[src/rtl/intSeqPkg.sv]
package intSeqPkg;
  localparam int PRIV_BIT = 15;
  localparam int LVL_LO   = 8;
  localparam int CC_W     = 3;

  typedef enum logic [3:0] {
    S_IDLE, S_ESWAP, S_EPSR, S_EPC, S_ESET, S_EVEC,
    S_RPC, S_RPSR, S_RSWAP, S_FIN, S_FAULT
  } seqState_t;

  typedef enum logic [1:0] {ADDR_PUSH, ADDR_POP, ADDR_VEC} addrSel_t;
  typedef enum logic [1:0] {R6_DEC, R6_INC, R6_SSP, R6_USP} r6Sel_t;

  typedef struct packed {
    logic     capEntry;
    logic     capPop;
    logic     memReq;
    logic     memWe;
    addrSel_t addrSel;
    logic     pushPc;
    r6Sel_t   r6Sel;
    logic     r6We;
    logic     uspWe;
    logic     psrWe;
    logic     psrFromMem;
    logic     pcWe;
  } seqStrobe_t;
endpackage

[src/rtl/intSeqCtrl.sv]
module intSeqCtrl
  import intSeqPkg::*;
(
  input  logic       clk,
  input  logic       rstN,
  input  logic       startInt,
  input  logic       startRti,
  input  logic       curPriv,
  input  logic       snapPriv,
  input  logic       memReady,
  output seqStrobe_t stb,
  output logic       busy,
  output logic       done,
  output logic       privFault
);
  seqState_t state, nextState;

  always_ff @(posedge clk) begin
    if (!rstN) state <= S_IDLE;
    else       state <= nextState;
  end

  always_comb begin
    nextState = state;
    stb = '0;
    stb.addrSel = ADDR_PUSH;
    stb.r6Sel   = R6_DEC;
    unique case (state)
      S_IDLE: begin
        if (startInt) begin
          stb.capEntry = 1'b1;
          nextState = S_ESWAP;
        end else if (startRti) begin
          nextState = curPriv ? S_FAULT : S_RPC;
        end
      end
      S_ESWAP: begin
        if (snapPriv) begin
          stb.uspWe = 1'b1;
          stb.r6We  = 1'b1;
          stb.r6Sel = R6_SSP;
        end
        nextState = S_EPSR;
      end
      S_EPSR, S_EPC: begin
        stb.memReq  = 1'b1;
        stb.memWe   = 1'b1;
        stb.addrSel = ADDR_PUSH;
        stb.pushPc  = (state == S_EPC);
        if (memReady) begin
          stb.r6We  = 1'b1;
          stb.r6Sel = R6_DEC;
          nextState = (state == S_EPC) ? S_ESET : S_EPC;
        end
      end
      S_ESET: begin
        stb.psrWe = 1'b1;
        nextState = S_EVEC;
      end
      S_EVEC: begin
        stb.memReq  = 1'b1;
        stb.addrSel = ADDR_VEC;
        if (memReady) begin
          stb.pcWe  = 1'b1;
          nextState = S_FIN;
        end
      end
      S_RPC: begin
        stb.memReq  = 1'b1;
        stb.addrSel = ADDR_POP;
        if (memReady) begin
          stb.pcWe  = 1'b1;
          stb.r6We  = 1'b1;
          stb.r6Sel = R6_INC;
          nextState = S_RPSR;
        end
      end
      S_RPSR: begin
        stb.memReq  = 1'b1;
        stb.addrSel = ADDR_POP;
        if (memReady) begin
          stb.psrWe      = 1'b1;
          stb.psrFromMem = 1'b1;
          stb.capPop     = 1'b1;
          stb.r6We       = 1'b1;
          stb.r6Sel      = R6_INC;
          nextState      = S_RSWAP;
        end
      end
      S_RSWAP: begin
        if (snapPriv) begin
          stb.r6We  = 1'b1;
          stb.r6Sel = R6_USP;
        end
        nextState = S_FIN;
      end
      S_FIN:   nextState = S_IDLE;
      S_FAULT: nextState = S_IDLE;
      default: nextState = S_IDLE;
    endcase
  end

  assign busy      = !(state inside {S_IDLE, S_FIN, S_FAULT});
  assign done      = (state == S_FIN);
  assign privFault = (state == S_FAULT);
endmodule

[src/rtl/intSeqPath.sv]
module intSeqPath
  import intSeqPkg::*;
#(
  parameter int WORD_W = 16,
  parameter int VEC_W  = 8,
  parameter int LVL_W  = 3,
  parameter logic [WORD_W-VEC_W-1:0] VEC_PAGE = 1
) (
  input  logic              clk,
  input  logic              rstN,
  input  seqStrobe_t        stb,
  input  logic [VEC_W-1:0]  intVector,
  input  logic [LVL_W-1:0]  intLevel,
  input  logic [WORD_W-1:0] psrIn,
  input  logic [WORD_W-1:0] pcIn,
  input  logic [WORD_W-1:0] r6In,
  input  logic [WORD_W-1:0] savedUspIn,
  input  logic [WORD_W-1:0] savedSspIn,
  input  logic [WORD_W-1:0] memRdata,
  output logic              snapPriv,
  output logic              memReq,
  output logic              memWe,
  output logic [WORD_W-1:0] memAddr,
  output logic [WORD_W-1:0] memWdata,
  output logic              psrWe,
  output logic [WORD_W-1:0] psrWrData,
  output logic              pcWe,
  output logic [WORD_W-1:0] pcWrData,
  output logic              r6We,
  output logic [WORD_W-1:0] r6WrData,
  output logic              uspWe,
  output logic [WORD_W-1:0] uspWrData
);
  localparam logic [WORD_W-1:0] ONE = WORD_W'(1);

  logic [WORD_W-1:0] snapPsr, snapPc, entryPsr, spDown, spUp;
  logic [VEC_W-1:0]  vecReg;
  logic [LVL_W-1:0]  lvlReg;

  always_ff @(posedge clk) begin
    if (!rstN) begin
      snapPsr <= '0;
      snapPc  <= '0;
      vecReg  <= '0;
      lvlReg  <= '0;
    end else if (stb.capEntry) begin
      snapPsr <= psrIn;
      snapPc  <= pcIn;
      vecReg  <= intVector;
      lvlReg  <= intLevel;
    end else if (stb.capPop) begin
      snapPsr <= memRdata;
    end
  end

  assign snapPriv = snapPsr[PRIV_BIT];
  assign spDown   = r6In - ONE;
  assign spUp     = r6In + ONE;

  always_comb begin
    entryPsr = snapPsr;
    entryPsr[PRIV_BIT] = 1'b0;
    entryPsr[LVL_LO +: LVL_W] = lvlReg;
    entryPsr[CC_W-1:0] = '0;
  end

  always_comb begin
    unique case (stb.addrSel)
      ADDR_PUSH: memAddr = spDown;
      ADDR_POP:  memAddr = r6In;
      default:   memAddr = {VEC_PAGE, vecReg};
    endcase
  end

  always_comb begin
    unique case (stb.r6Sel)
      R6_DEC:  r6WrData = spDown;
      R6_INC:  r6WrData = spUp;
      R6_SSP:  r6WrData = savedSspIn;
      default: r6WrData = savedUspIn;
    endcase
  end

  assign memReq    = stb.memReq;
  assign memWe     = stb.memWe;
  assign memWdata  = stb.pushPc ? snapPc : snapPsr;
  assign psrWe     = stb.psrWe;
  assign psrWrData = stb.psrFromMem ? memRdata : entryPsr;
  assign pcWe      = stb.pcWe;
  assign pcWrData  = memRdata;
  assign r6We      = stb.r6We;
  assign uspWe     = stb.uspWe;
  assign uspWrData = r6In;
endmodule

[src/rtl/intSequencer.sv]
module intSequencer
  import intSeqPkg::*;
#(
  parameter int WORD_W = 16,
  parameter int VEC_W  = 8,
  parameter int LVL_W  = 3
) (
  input  logic              clk,
  input  logic              rstN,
  input  logic              startInt,
  input  logic [VEC_W-1:0]  intVector,
  input  logic [LVL_W-1:0]  intLevel,
  input  logic              startRti,
  input  logic [WORD_W-1:0] psrIn,
  input  logic [WORD_W-1:0] pcIn,
  input  logic [WORD_W-1:0] r6In,
  input  logic [WORD_W-1:0] savedUspIn,
  input  logic [WORD_W-1:0] savedSspIn,
  input  logic              memReady,
  input  logic [WORD_W-1:0] memRdata,
  output logic              memReq,
  output logic              memWe,
  output logic [WORD_W-1:0] memAddr,
  output logic [WORD_W-1:0] memWdata,
  output logic              psrWe,
  output logic [WORD_W-1:0] psrWrData,
  output logic              pcWe,
  output logic [WORD_W-1:0] pcWrData,
  output logic              r6We,
  output logic [WORD_W-1:0] r6WrData,
  output logic              uspWe,
  output logic [WORD_W-1:0] uspWrData,
  output logic              busy,
  output logic              done,
  output logic              privFault
);
  seqStrobe_t stb;
  logic snapPriv;

  intSeqCtrl uCtrl (
    .clk(clk), .rstN(rstN), .startInt(startInt), .startRti(startRti),
    .curPriv(psrIn[PRIV_BIT]), .snapPriv(snapPriv), .memReady(memReady),
    .stb(stb), .busy(busy), .done(done), .privFault(privFault)
  );

  intSeqPath #(.WORD_W(WORD_W), .VEC_W(VEC_W), .LVL_W(LVL_W)) uPath (
    .clk(clk), .rstN(rstN), .stb(stb), .intVector(intVector), .intLevel(intLevel),
    .psrIn(psrIn), .pcIn(pcIn), .r6In(r6In), .savedUspIn(savedUspIn),
    .savedSspIn(savedSspIn), .memRdata(memRdata), .snapPriv(snapPriv),
    .memReq(memReq), .memWe(memWe), .memAddr(memAddr), .memWdata(memWdata),
    .psrWe(psrWe), .psrWrData(psrWrData), .pcWe(pcWe), .pcWrData(pcWrData),
    .r6We(r6We), .r6WrData(r6WrData), .uspWe(uspWe), .uspWrData(uspWrData)
  );
endmodule

[config.mk]
export PLATFORM = sky130hd
export DESIGN_NAME = intSequencer
export DESIGN_NICKNAME = d
export VERILOG_FILES = /design/src/rtl/intSeqPkg.sv /design/src/rtl/intSeqCtrl.sv /design/src/rtl/intSeqPath.sv /design/src/rtl/intSequencer.sv
export SDC_FILE = /design/constraint.sdc
export NUM_CORES = 1
export LEC_CHECK = 0
export BUFFER_PORTS_ARGS = -buffer_cell sky130_fd_sc_hd__buf_2
export CAP_MARGIN = 0
export CELL_PAD_IN_SITES_DETAIL_PLACEMENT = 1
export CELL_PAD_IN_SITES_GLOBAL_PLACEMENT = 1
export CORE_MARGIN = 2
export CORE_UTILIZATION = 31
export DETAILED_ROUTE_END_ITERATION = 10
export PLACE_DENSITY = 0.86
export SLEW_MARGIN = 20
export SYNTH_ARGS = -nofsm -noshare
export SYNTH_HDL_FRONTEND = slang
export SYNTH_SLANG_ARGS = --single-unit
export TNS_END_PERCENT = 1
[constraint.sdc]
create_clock -name clk -period 1.92 [get_ports clk]
set_input_delay 0.096 -clock clk [delete_from_list [all_inputs] [get_ports clk]]
set_output_delay 0.096 -clock clk [all_outputs]
set_load 0.05 [all_outputs]
==> metrics, run 1 <==
outcome finished, violations left; violated checks negative setup slack; Final period util 1.171; Endpoint, Worst Hold uPath.snapPc[5]; Worst-Skew Late Latency 0.29 ns; first-pass GRT wire length 26.98 mm; Required @ worst endpoint 1.82 ns; Non-Filler Instances 966; # rows 41; CTS tree yes; hold violation total from the final report 0; Iteration-0 DRC Markers 254; syn_area_per_cell 6.968 µm²; Worst VDD drop 0.8629 mV; first drt pass iteration count 4; vias per inst 5.269; largest net degree at the start of global routing 37; count of cell types in the netlist 59; diode count 0; min-delay src pcIn[5]; layout cell share with drive strength beyond 1 0.4849; Die ar. 13760 µm²; combinational power share 0.694; Slew HR 0.6943; fillcell total 1556; CTS Sinks 47; Final #Nets 907; top-area cell type share of the netlist area 0.2365; FF-to-FF setup slack 0.08 ns; Via Count 5090; vias in the first global route 5157; most area-consuming cells after synthesis dfxtp_1 24%, nand2_1 10%, a21oi_1 9.9%; Leak 0.002821 µW; Core Region 12570 µm²; WS Path Type flop to output port; initial antenna violation count 1; Placer Congestion 0.9613; routed wire length 18.42 mm; maxcap violations 0; min Tclk post-route 2.249 ns; register area share after synthesis 0.2365; RR Endpoint uPath.snapPsr[0]; area added between synthesis and finish 58.46%; wire per inst 19.07 µm; Seq cells post-synth 47; Post-DP HPWL 13.39 mm; Die W 117.3 µm; area leader, netlist dfxtp_1; crit start category flop; Max clock buf depth 2; DP Cell Count 955; Setup WS post-layout -0.3287 ns; Mapped Area 3979 µm²; Port Buffers 216; multi-input logic area 2793 µm²; warnings from Yosys 0; Final Slew Violations 0; Psw 4076 µW; CTS clk-pin slew, worst paths 0.07 ns; CTS H-Tree Depth 2; Clk pwr share 0.130; crit path launch uCtrl.state[2]; TritonCTS Buffers 5; Most used DFF post-synth dfxtp_1; WHS 0.03763 ns; RSZ-0062 raised after global routing true; remaining antenna violation count 0; DRC Markers 0; register area 952.2 µm²; GRT Residual Overflow 0; Max Clock Skew 0.006044 ns; WHS Path Cells 3; share of power burned in registers 0.177; critical-path maximum fanout 6; Switching Fraction 0.5082; Hold Crit Class input pin to flop; syn_nets 685; R2R cell count 7; WP data arrival 2.15 ns; RR Startpoint uCtrl.state[3]; Top Ports 217; die height 117.3 µm; Fmax achieved 0.4447 GHz; Worst Setup End Kind output port; initial core utilization 0.3166; Final setup viols 35; fin util 0.5016; Setup WS pre-CTS -0.1619 ns; Internal 3944 µW; Worst Tran Pin Value 0.4544 ns; CTS Root Cell clkbuf_16; pwr/cell area 1272 nW/µm²; asr flop ratio synth 0; Mapped Cells 571; number of synthesized flops with an enable pin 0; Global Route Usage Sum 0.2516
==> timing repair <==
item                                    4_1_cts  5_1_grt
buffers inserted                              3        0
pin swaps                                     6       12
gates resized for setup                     142       54
endpoints found under the setup margin       66       72
hold buffers                                  0        0
==> worst max-delay path, cell delays in order (launching register included) <==
cell and delay (ns):
dfxtp_2 0.34, or3b_4 0.40, o21ba_4 0.28, nor2_4 0.06, a221oi_2 0.27, a21oi_2 0.07
a221o_1 0.28, buf_6 0.16
==> cell families (layout without fill, tap and decap cells) <==
| kind of cell | count (synthesis) | after routing | share of synthesized area |
|---|---|---|---|
| XOR/XNOR | 22 | 22 | 0.04843 |
| adder cells (fa/ha/maj) | 2 | 2 | 0.006288 |
| buffers and inverters | 88 | 311 | 0.1245 |
| flip-flops | 47 | 47 | 0.2365 |
| AO/OA/AOI/OAI | 152 | 152 | 0.2314 |
| multiplexers | 29 | 29 | 0.08208 |
| AND/OR/NAND/NOR | 231 | 231 | 0.2708 |
==> metal layers <==
metal | up-vias | track usage | wire length (µm)
met2 | 228 | 0.4559 | 9403
met5 | - | 0 | 7
li1 | 2411 | - | -
met1 | 2408 | 0.2867 | 7021
met3 | 41 | 0.05973 | 1517
met4 | 2 | 0.09098 | 467
==> flip-flops by register name, summed over array words and instances (netlist names) <==
name,cells
uPath.vecReg,8
uPath.snapPsr,16
uCtrl.state,4
uPath.lvlReg,3
uPath.snapPc,16
==> stage by stage <==
step,total power (µW),TNS (ns),cell area (µm²)
2_1_floorplan,4733,-4.242,4006
3_3_place_gp,6179,-0.09369,5503
3_5_place_dp,6263,-0.6958,5503
4_1_cts,7827,-4.172,6123
5_1_grt,8475,-7.746,6305
6_report,8020,-4.584,6305
==> how the worst max path moves through the flow <==
stage | to | slack (ns) | cells past startpoint
after floorplan | r6WrData[4] | -0.33 | 7
final | r6WrData[5] | -0.33 | 7
after detailed placement | memAddr[6] | -0.16 | 10
after global routing | r6WrData[5] | -0.38 | 7
after CTS | r6WrData[5] | -0.30 | 7
after global placement | r6WrData[13] | -0.05 | 9
==> cell usage after synthesis (all sizes together), types with 2 or more instances <==
master,number
nor4,5
o22ai,11
xor2,9
o31ai,4
nand2b,2
nor3,19
and4,2
nor3b,2
nand2,106
nor2,51
a222oi,2
o22a,4
nor2b,4
and3,6
a22oi,5
nand4,6
xnor2,13
buf,58
a21oi,79
or2,2
o21ai,21
a221o,3
mux2,29
dfxtp,47
ha,2
a221oi,5
o221ai,5
inv,7
clkbuf,22
a211oi,2
a31oi,4
a21o,3
and2,6
nand3,15
==> cell type report <==
type | count | share of cell area
Sequential cell | 47 | 0.1510
Tap cell | 172 | 0.03413
Clock buffer | 6 | 0.02203
Multi-Input combinational cell | 436 | 0.4429
Clock inverter | 2 | 0.006152
Inverter | 8 | 0.005160
Timing Repair Buffer | 295 | 0.3386
==> power groups by stage <==
stage | registers [µW] | logic (µW) | clock network (µW)
floorplan | 1350 | 3390 | 0
global placement | 1370 | 4810 | 0
finish | 1420 | 5560 | 1040
global route | 1440 | 5930 | 1100
CTS | 1380 | 5380 | 1060
detailed placement | 1380 | 4880 | 0
==> layout by cell type, fill, tap and decap left out, drive strengths merged, types with 7 or more instances in the layout <==
master and instances:
mux2 29, o22ai 11, xnor2 13, nor2 51, buf 294, nand3 15
nor3 19, inv 9, a21oi 79, dfxtp 47, clkbuf 7, o21ai 21
xor2 9, nand2 106
(Power assumes the default switching activity.)
==> inputs of run 2 (changes only) <==
- SKIP_CTS_REPAIR_TIMING: default -> 1
==> metrics, run 2 (synthesis gave the netlist of run 1 again) <==
Final setup viols 48 (was 35); CTS Sinks 47 (unchanged); CP Cell Sequence or3b_4 > o21ba_4 > nor2_4 > a221oi_2 > a21oi_2 > a221o_1 > buf_6 (unchanged); area added between synthesis and finish 50.44% (was 58.46%); Worst Tran Pin Value 0.4410 ns (was 0.4544 ns); RSZ-0062 raised after global routing true (unchanged); Slew HR 0.7043 (was 0.6943); CTS tree yes (unchanged); layout cell share with drive strength beyond 1 0.4685 (was 0.4849); Via Count 5024 (was 5090); crit start category flop (unchanged); Final Slew Violations 0 (unchanged); WHS 0.04138 ns (was 0.03763 ns); vias in the first global route 4901 (was 5157); Setup WS post-layout -0.3100 ns (was -0.3287 ns); vias per inst 5.201 (was 5.269); hold violation total from the final report 0 (unchanged); routed wire length 17.11 mm (was 18.42 mm); Setup WS pre-CTS -0.1619 ns (unchanged); Post-DP HPWL 13.39 mm (unchanged); Leak 0.002746 µW (was 0.002821 µW); Final #Nets 907 (unchanged); Max Clock Skew 0.006535 ns (was 0.006044 ns); Iteration-0 DRC Markers 221 (was 254); Non-Filler Instances 966 (unchanged); DP Cell Count 955 (unchanged); Die W 117.3 µm (unchanged); # rows 41 (unchanged); Worst VDD drop 0.9734 mV (was 0.8629 mV); Global Route Usage Sum 0.2351 (was 0.2516); first-pass GRT wire length 25.30 mm (was 26.98 mm); CTS Root Cell clkbuf_16 (unchanged); Final period util 1.161 (was 1.171); Fmax achieved 0.4484 GHz (was 0.4447 GHz); fin util 0.4763 (was 0.5016); initial antenna violation count 1 (unchanged); largest net degree at the start of global routing 37 (unchanged); CTS clk-pin slew, worst paths 0.07 ns (about the same); Hold Crit Class input pin to flop (unchanged); diode count 0 (unchanged); Port Buffers 216 (unchanged); total power 7592 µW (was 8020 µW); FF-to-FF setup slack 0.09 ns (was 0.08 ns); CTS H-Tree Depth 2 (unchanged); first drt pass iteration count 5 (was 4); maxcap violations 0 (unchanged); Worst Setup End Kind output port (unchanged); DRC Markers 0 (unchanged); GRT Residual Overflow 0 (unchanged); Die ar. 13760 µm² (unchanged); wire per inst 17.71 µm (was 19.07 µm); min Tclk post-route 2.230 ns (was 2.249 ns); TritonCTS Buffers 5 (unchanged); most common cell after layout, fill and taps aside buf_2 (unchanged); Worst-Skew Late Latency 0.29 ns (about the same); Slowest-stage cell, CP or3b_4 (unchanged); die height 117.3 µm (unchanged); Core Region 12570 µm² (unchanged); critical-path maximum fanout 6 (unchanged); Placer Congestion 0.9613 (unchanged); WS Path Type flop to output port (unchanged); fillcell total 1617 (was 1556); pwr/cell area 1268 nW/µm² (was 1272 nW/µm²); Largest regs uPath.snapPc x16, uPath.snapPsr x16, uPath.vecReg x8 (unchanged); max incr delay on CP 0.40 ns (about the same); Required @ worst endpoint 1.82 ns (about the same); violated checks negative setup slack (unchanged); initial core utilization 0.3166 (unchanged); outcome finished, violations left (unchanged); Max clock buf depth 2 (unchanged); most frequent cells in the layout 185 x buf_2, 104 x nand2_1, 81 x buf_4 (was 154 x buf_2, 104 x nand2_1, 80 x buf_4); remaining antenna violation count 0 (unchanged); Top Ports 217 (unchanged); WP data arrival 2.13 ns (was 2.15 ns)
[run 2: cell count changes in the layout (fill, tap and decap cells not counted), moves of 2 or more]
cell	previous run	this run
buf_2	154	185
buf_6	48	18
mux2_4	24	5
mux2_2	5	16
mux2_1	0	8
buf_8	5	1
o21ai_0	10	13
o21ai_2	3	0
clkbuf_4	1	3
[run 2: area by class of cell]
cell class | count | area (µm²) | area share
Tap cell | 172 | 215.2 | 0.03595
Timing Repair Buffer | 295 | 1914 | 0.3198
Sequential cell | 47 | 949.7 | 0.1587
Inverter | 8 | 33.78 | 0.005644
Multi-Input combinational cell | 436 | 2695 | 0.4503
Clock inverter | 2 | 38.79 | 0.006480
Clock buffer | 6 | 138.9 | 0.02320
[run 2: power breakdown]
group	internal [µW]	switching [µW]	total, µW
Combinational	1770	3400	5170
Clock	655	380	1030
Sequential	1240	151	1390
[run 2: worst paths after layout]
path	startpoint	end	cells past startpoint
max	uCtrl.state[2]	r6WrData[5]	7
min reg2reg	uPath.snapPc[9]	uPath.snapPc[9]	2
min	pcIn[5]	uPath.snapPc[5]	3
max reg2reg	uCtrl.state[3]	uPath.snapPsr[4]	7
[run 2: metrics by stage]
step / setup TNS, ns / area (µm²)
2_1_floorplan: -4.242 / 4006
3_3_place_gp: -0.09369 / 5503
3_5_place_dp: -0.6958 / 5503
4_1_cts: -15.36 / 5680
5_1_grt: -10.67 / 5986
6_report: -5.947 / 5986
[run 2: worst max-delay path: cells and delay by family (launching register included)]
kind                   cells  cell delay [ns]
AO/OA/AOI/OAI              4             0.89
buffers and inverters      1             0.16
flip-flops                 1             0.34
AND/OR/NAND/NOR            2             0.46
[run 2: routing by layer]
layer | track usage | part of all wire | vias to the layer above
li1 | - | - | 2408
met1 | 0.2756 | 0.40 | 2378
met2 | 0.4234 | 0.50 | 207
met3 | 0.05510 | 0.079 | 29
met4 | 0.07216 | 0.019 | 2
met5 | 0 | 0.00041 | -
==> inputs of run 3 (changes only) <==
- CTS_BUF_LIST: default -> sky130_fd_sc_hd__clkbuf_2 sky130_fd_sc_hd__clkbuf_4 sky130_fd_sc_hd__clkbuf_8
==> metrics, run 3 (synthesis gave the netlist of run 1 again) <==
Via Count 5086 (was 5024); remaining antenna violation count 0 (unchanged); Final period util 1.175 (was 1.161); initial antenna violation count 1 (unchanged); Worst Setup End Kind output port (unchanged); crit start category flop (unchanged); Core Region 12570 µm² (unchanged); dpl cell area 5503 µm² (unchanged); Hold Crit Class input pin to flop (unchanged); Slew HR 0.6944 (was 0.7043); critical-path maximum fanout 6 (unchanged); sum of negative setup slack -7.110 ns (was -5.947 ns); Largest regs uPath.snapPc x16, uPath.snapPsr x16, uPath.vecReg x8 (unchanged); pwr/cell area 1247 nW/µm² (was 1268 nW/µm²); max incr delay on CP 0.40 ns (about the same); WS Path Type flop to output port (unchanged); most common cell after layout, fill and taps aside buf_2 (unchanged); CTS tree yes (unchanged); Final setup viols 49 (was 48); Worst Tran Pin Value 0.4556 ns (was 0.4410 ns); WP data arrival 2.16 ns (was 2.13 ns); Final Slew Violations 0 (unchanged); Slowest-stage cell, CP or3b_4 (unchanged); outcome finished, violations left (unchanged); largest net degree at the start of global routing 37 (unchanged); Max Clock Skew 0.01148 ns (was 0.006535 ns); DRC Markers 0 (unchanged); vias per inst 5.265 (was 5.201); initial core utilization 0.3166 (unchanged); maxcap violations 0 (unchanged); vias in the first global route 4895 (was 4901); CTS Root Cell clkbuf_8 (was clkbuf_16); total power 7414 µW (was 7592 µW); diode count 0 (unchanged); CTS H-Tree Depth 2 (unchanged); Global Route Usage Sum 0.2336 (was 0.2351); violated checks negative setup slack (unchanged); wire per inst 18.04 µm (was 17.71 µm); register area 949.7 µm² (unchanged); min Tclk post-route 2.256 ns (was 2.230 ns); fillcell total 1625 (was 1617); Top Ports 217 (unchanged); first drt pass iteration count 6 (was 5); Worst-Skew Late Latency 0.31 ns (was 0.29 ns); Setup WS post-layout -0.3359 ns (was -0.3100 ns); Required @ worst endpoint 1.82 ns (about the same); hold violation total from the final report 0 (unchanged); die height 117.3 µm (unchanged); CP Cell Sequence or3b_4 > o21ba_4 > nor2_4 > a221oi_2 > a21oi_2 > a221o_1 > buf_6 (unchanged); most frequent cells in the layout 183 x buf_2, 104 x nand2_1, 80 x buf_4 (was 185 x buf_2, 104 x nand2_1, 81 x buf_4); Max clock buf depth 2 (unchanged); Die W 117.3 µm (unchanged); multi-input logic area 2691 µm² (was 2695 µm²); CP bufs+invs 1 (unchanged); TritonCTS Buffers 5 (unchanged); CTS Sinks 47 (unchanged); Placer Congestion 0.9613 (unchanged); Top delay family on crit path compound AO/OA/AOI/OAI gates (unchanged); area added between synthesis and finish 49.43% (was 50.44%); layout cell share with drive strength beyond 1 0.4748 (was 0.4685); Port Buffers 216 (unchanged); Worst VDD drop 0.8395 mV (was 0.9734 mV); GRT Residual Overflow 0 (unchanged); final instance area 5946 µm² (was 5986 µm²); Final #Nets 907 (unchanged); RSZ-0062 raised after global routing true (unchanged); first-pass GRT wire length 25.22 mm (was 25.30 mm); # rows 41 (unchanged); CTS clk-pin slew, worst paths 0.09 ns (was 0.07 ns); Die ar. 13760 µm² (unchanged); Leak 0.002725 µW (was 0.002746 µW); Post-DP HPWL 13.39 mm (unchanged); routed wire length 17.43 mm (was 17.11 mm); Fmax achieved 0.4433 GHz (was 0.4484 GHz); Iteration-0 DRC Markers 245 (was 221)
==> run 3: cell count changes in the layout (fill, tap and decap cells not counted), moves of 2 or more <==
cell / before / now
clkbuf_4: 3 / 1
clkbuf_8: 1 / 6
mux2_4: 5 / 0
clkbuf_16: 5 / 0
buf_6: 18 / 24
nor2_1: 45 / 43
nor2_2: 3 / 5
buf_2: 185 / 183
mux2_2: 16 / 21
==> run 3: path summary, 6_finish.rpt <==
kind / cells past startpoint / slack [ns] / startpoint / to
hold / removal: 3 / 0.01 / pcIn[5] / uPath.snapPc[5]
setup reg to reg: 7 / 0.11 / uCtrl.state[3] / uPath.snapPsr[4]
setup / recovery: 7 / -0.34 / uCtrl.state[2] / r6WrData[5]
hold reg to reg: 2 / 0.46 / uPath.snapPc[9] / uPath.snapPc[9]
==> run 3: final cells by class <==
type | count | area share
clock inverters | 2 | 0.006524
repair buffers | 295 | 0.3253
well taps | 172 | 0.03620
flip-flops and latches | 47 | 0.1597
inverters | 8 | 0.005682
clock buffers | 6 | 0.01389
multi-input cells | 436 | 0.4527
==> run 3: report_power, final <==
group | switching (µW) | leakage [µW] | total [µW] | internal, µW
clock | 360 | 0.0000618 | 789 | 429
sequential | 152 | 0.000387 | 1390 | 1230
combinational | 3450 | 0.00228 | 5240 | 1790
==> run 3: through the flow <==
stage	worst slack [ns]	util	cells	hold WS [ns]
2_1_floorplan	-0.3303	-	571	0.2137
3_3_place_gp	-0.04514	0.4378	955	0.3386
3_5_place_dp	-0.1619	0.4378	955	0.3439
4_1_cts	-0.4764	0.4475	963	0.005793
5_1_grt	-0.4098	0.4731	966	0.007349
6_report	-0.3359	0.4731	966	0.01329
==> run 3: metal layers <==
| layer | vias up | track usage | wire length, µm |
|---|---|---|---|
| li1 | 2413 | - | - |
| met1 | 2410 | 0.2719 | 6908 |
| met2 | 230 | 0.4264 | 8713 |
| met3 | 31 | 0.05613 | 1447 |
| met4 | 2 | 0.06275 | 351 |
| met5 | - | 0 | 7 |
==> run 3: worst reg2reg max path, cell delays in order, from the launching register on <==
cell and delay [ns]:
dfxtp_4 0.38, and3b_1 0.23, buf_4 0.17, and3_4 0.21, buf_12 0.18, mux2_1 0.38, nand2_1 0.08, a21oi_1 0.08
